### src/rtl/regwin_xlate.sv
module regwin_xlate (
  input  logic       clk,
  input  logic       rst_n,
  input  logic       sel_we,
  input  logic [7:0] sel_din,
  input  logic       acc_valid,
  input  logic [7:0] acc_addr,
  output logic       phy_valid,
  output logic [9:0] phy_addr,
  output logic       phy_windowed
);

  logic [6:0] sel_q;
  logic       unused_sel_msb;

  assign unused_sel_msb = sel_din[7];

  always_ff @(posedge clk or negedge rst_n)
    if (!rst_n)      sel_q <= '0;
    else if (sel_we) sel_q <= sel_din[6:0];

  logic mode128, mode64, mode32;
  logic hit128, hit64, hit32;

  assign mode128 = (sel_q[6:3] == 4'b0010);
  assign mode64  = (sel_q[6:4] == 3'b010);
  assign mode32  = (sel_q[6:5] == 2'b10);

  assign hit128 = mode128 & acc_addr[7];
  assign hit64  = mode64  & (&acc_addr[7:6]);
  assign hit32  = mode32  & (&acc_addr[7:5]);

  always_comb begin
    phy_addr = {2'b00, acc_addr};
    if (hit128)     phy_addr = {sel_q[2:0], acc_addr[6:0]};
    else if (hit64) phy_addr = {sel_q[3:0], acc_addr[5:0]};
    else if (hit32) phy_addr = {sel_q[4:0], acc_addr[4:0]};
  end

  assign phy_valid    = acc_valid;
  assign phy_windowed = acc_valid & (hit128 | hit64 | hit32);

endmodule


### config.mk
export PLATFORM = sky130hd
export DESIGN_NAME = regwin_xlate
export DESIGN_NICKNAME = d
export VERILOG_FILES = /design/src/rtl/regwin_xlate.sv
export SDC_FILE = /design/constraint.sdc
export NUM_CORES = 1
export LEC_CHECK = 0
export BUFFER_PORTS_ARGS = -buffer_cell sky130_fd_sc_hd__buf_4
export CAP_MARGIN = 20
export CORE_AREA = 2 2 39 41
export DETAILED_ROUTE_END_ITERATION = 8
export DIE_AREA = 0 0 41 43
export PLACE_DENSITY = 0.69
export SLEW_MARGIN = 5
export SYNTH_ARGS = -nofsm -noshare
export SYNTH_HDL_FRONTEND = slang
export SYNTH_SLANG_ARGS = --single-unit
### constraint.sdc
create_clock -name clk -period 1.7 [get_ports clk]
set_clock_uncertainty 0.2 [all_clocks]
set_input_delay 0.34 -clock clk [delete_from_list [all_inputs] [get_ports clk]]
set_output_delay 0.34 -clock clk [all_outputs]
set_load 0.03 [all_outputs]
=== Word-level counts from Yosys, hierarchy flattened ===
Cells that the tools add are included.
Widths: inputs -> output; s select.

* Flip-flop bits (word level): 7
* Logic and storage cells: 15
* Output and inout port bits: 12
* Input bits: 20

* Reductions and logical operators: 2
* Bitwise operators: 6
* Equality and inequality tests: 3
* Muxes and demuxes: 3

{| class="wikitable"
|+ Operators by type and width
! cell !! number
|-
| $mux 10 || 3
|-
| $and 1x1->1 || 4
|-
| $eq 4x2->1 const B || 1
|-
| $eq 3x2->1 const B || 1
|-
| $reduce_and 3->1 || 1
|-
| $eq 2x2->1 const B || 1
|-
| $or 1x1->1 || 2
|-
| $reduce_and 2->1 || 1
|}

=== Logic depth before layout (Yosys ltp) ===
* Word-level depth: 5
* Gate-level depth with buffers: 3

=== Least setup slack after synthesis ===
OpenSTA, ideal clock, no wires.

* Path type: flip-flop to output port
* From: reg sel_q[6]
* To: out phy_addr[7]
* Data required time: 1.160 ns
* Arrival: 1.367 ns
* Buffers on the path: 0
* Stages on the path, launching flop included: 3
* Slack: -0.207 ns
* Cells stage by stage: dfrtp_1 > nor4_4 > mux2i_1

* Word-level cells in the longest chain between the ends: 5
* Elaborated cells on any way between the ends: 9
* Those cells by class: 3 x eq/ne; 3 x mux; 3 x bitwise

{| class="wikitable"
|+ Ends and longest elaborated chain
! element !! RTL line !! source
|-
| start, declared || 13 || <nowiki>logic [6:0] sel_q;</nowiki>
|-
| start signal, assigned || 20 || <nowiki>else if (sel_we) sel_q <= sel_din[6:0];</nowiki>
|-
| $eq 2x2->1 || 27 || <nowiki>assign mode32 = (sel_q[6:5] == 2'b10);</nowiki>
|-
| $and 1x1->1 || 31 || <nowiki>assign hit32 = mode32 & (&acc_addr[7:5]);</nowiki>
|-
| $mux 10 || 37 || <nowiki>else if (hit32) phy_addr = {sel_q[4:0], acc_addr[4:0]};</nowiki>
|-
| $mux 10 || 36 || <nowiki>else if (hit64) phy_addr = {sel_q[3:0], acc_addr[5:0]};</nowiki>
|-
| $mux 10 (*) || 35 || <nowiki>if (hit128) phy_addr = {sel_q[2:0], acc_addr[6:0]};</nowiki>
|-
| end, declared || 9 || <nowiki>output logic [9:0] phy_addr,</nowiki>
|}

Mark *: on every way between the ends. The rest lies on a longest branch, timed or not.

=== Worst setup path in the final report ===
* From: reg sel_q[5]
* To: out phy_addr[5]

The elaborated chain is that of the path after synthesis.

==> results_dict.tcl <==
set metrics [dict create \
    vias 421 \
    cpMaxStageDelayCell "dfrtp_2" \
    cts_max_level 1 \
    antenna_cells 0 \
    top_usage_layer "met2" \
    synth_cells 42 \
    drtIter0Drc 0 \
    critical_path.max_stage_delay_ns 0.44 \
    irDropWorstVdd_uv 450.7 \
    largest_reg_flops 7 \
    max_freq_mhz 481.4 \
    dieHeight_um 43 \
    cp.arrival_ns 1.54 \
    rsz0062_at_grt "true" \
    synth_top_cell_by_area "dfrtp_1" \
    fin_crit_sh_pct 122.2 \
    first_pass_iters 1 \
    clock_latency_ns 0.25 \
    grt_max_degree 9 \
    worst_pin_slew_ns 0.3028 \
    synthDistinctLibCells 23 \
    gr-usage-met1_pct 15.51 \
    syn_area_um2 462.9 \
    regMostFlops "sel_q" \
    relSlewSlack_pct 79.81 \
    final_nets 89 \
    power_w 0.0005005 \
    start_kind "flip-flop" \
    via_per_inst 5.012 \
    gp_congestion 0.6658 \
    timing.hold.ws_ns 0.1023 \
    p_leak_nw 0.3364 \
    path_cells "nand4b_1 -> nor2_2 -> mux2_4 -> buf_6" \
    grt_usage_pct 11.94 \
    clkTransAtPathRegs_ns 0.05 \
    clockRootBuffer "clkbuf_4" \
    layoutNonFillerInstCount 84 \
    synthToLayoutAreaGrowth_pct 61.35 \
    syn-num-nets 62 \
    clockBufferDepth 2 \
    synth_edf_count 0 \
    critPathBufInv 1 \
    p_per_area_nw_per_um2 670.0 \
    dp_hpwl_um 734.1 \
    end_kind "primary output" \
    dp.cells 76 \
    ys_ff_latch 7 \
    portBuffers 20 \
    start_util_pct 33.45 \
    die_x_um 41 \
    clock-sinks 7 \
    hold_violations 0 \
    wl_um 959 \
    num-fill-cells 135 \
    post_drt_wl_per_cell_um 11.42 \
    yosysWarnings 0 \
    outcome "finished with violations" \
    use_met2_pct 16.25 \
    ios 32 \
    synthArstFlopShare_pct 100.0 \
    worstPathRequired_ns 1.16 \
    core_um2 1384 \
    first_global_vias 346 \
    rows 14 \
    drc 0 \
    setup_ws_ns -0.3771 \
    die_area_um2 1763 \
    synth_ff_type "dfrtp_1" \
    grt_remaining_overflow 0 \
    met3_usage_pct 1.571 \
    grt_pass1_wl_um 1407 \
    ant_nets 0 \
    ys_top_cells_by_count "7 x dfrtp_1, 6 x buf_4, 4 x mux2_1" \
    grt_antenna_before_repair 0 \
    max_cap_violations 0 \
    min_period_ns 2.077 \
    yosysTopAreaCellShare_pct 37.84 \
    avgSynthCellArea_um2 11.02 \
    failed_checks "negative setup slack" \
    ys_seq_area_share_pct 37.84 \
    reg_top3 "sel_q x7" \
    worst-path-max-fanout 5 \
    crit_family "flip-flops" \
    cts_tree "built" \
    setup_viol 6 \
    hp-class "in2reg" \
    slew_viol_final 0 \
    path_class "reg2out" \
    drive_above_1_share_pct 66.18 \
    cts_buffers 3 \
    yosysMostFrequentCell "dfrtp_1" \
    synthTopCellsByArea "dfrtp_1 38%, buf_4 9.7%, mux2_1 9.7%, mux2_2 7.3%, nor4_4 4.6%" \
]
layout by cell type, fill, tap and decap left out, types with 2 or more instances in the layout:
master    instances
buf_4            24
dfrtp_1           6
buf_6             4
mux2_2            3
mux2_1            3
clkbuf_4          3
and3_1            2
a221o_2           2
cells by family after synthesis:
logic type             Yosys count  synth area share (%)
AO/OA/AOI/OAI                    7                 12.16
buffers and inverters            9                 12.16
AND/OR/NAND/NOR                 11                 18.65
multiplexers                     8                 19.19
flip-flops                       7                 37.84
per-layer routing:
| metal | vias to the layer above | wire (um) |
|---|---|---|
| met5 | - | 0 |
| met4 | 0 | 23 |
| met3 | 2 | 72 |
| met2 | 19 | 461 |
| met1 | 195 | 402 |
| li1 | 205 | - |
worst reg2reg max path: stages, from the launching register on:
cell and delay, ns:
dfrtp_1 0.41, buf_4 0.14, mux2_2 0.24
layout make-up:
type | instances | area, um^2 | share of cell area (%)
clock buffers | 4 | 26.28 | 3.518
inverters | 2 | 7.507 | 1.005
multi-input cells | 26 | 281.5 | 37.69
flip-flops and latches | 7 | 176.4 | 23.62
repair buffers | 29 | 235.2 | 31.49
well taps | 16 | 20.02 | 2.680
metrics by stage:
stage / instance area [um^2] / setup slack [ns] / TNS, ns / util (%)
finish: 747.0 / -0.3771 / -2.103 / 53.98
CTS: 704.4 / -0.4282 / -2.213 / 50.90
floorplan: 481.7 / -0.05890 / -0.08736 / -
global placement: 640.6 / -0.1686 / -0.6963 / 46.29
global route: 747.0 / -0.4923 / -2.564 / 53.98
detailed placement: 640.6 / -0.1697 / -0.7204 / 46.29
timing repair:
action                                  4_1_cts  5_1_grt
hold buffers                                  1        0
pin swaps                                     6        4
hold endpoints to repair                      7        0
setup buffers                                 2        3
cloned                                        0        0
gates resized for setup                       6        4
endpoints found under the setup margin        6        6
report_power, final:
part | total (W) | switching, W | internal (W)
Sequential | 0.000204 | 0.0000198 | 0.000184
Clock | 0.000151 | 0.0000617 | 0.0000896
Combinational | 0.000146 | 0.0000625 | 0.0000831
Total | 0.000501 | 0.000144 | 0.000357
worst paths after layout:
check	from	end	slack (ns)	cells past startpoint
setup / recovery	sel_q[5]	phy_addr[5]	-0.38	4
hold / removal	sel_din[5]	sel_q[5]	0.10	2
setup reg to reg	sel_q[4]	sel_q[4]	0.59	2
hold reg to reg	sel_q[5]	sel_q[5]	0.38	1
max in group asynchronous	rst_n	sel_q[5]	0.95	2
min in group asynchronous	rst_n	sel_q[4]	0.22	2
Power figures use the tool's default switching activity.
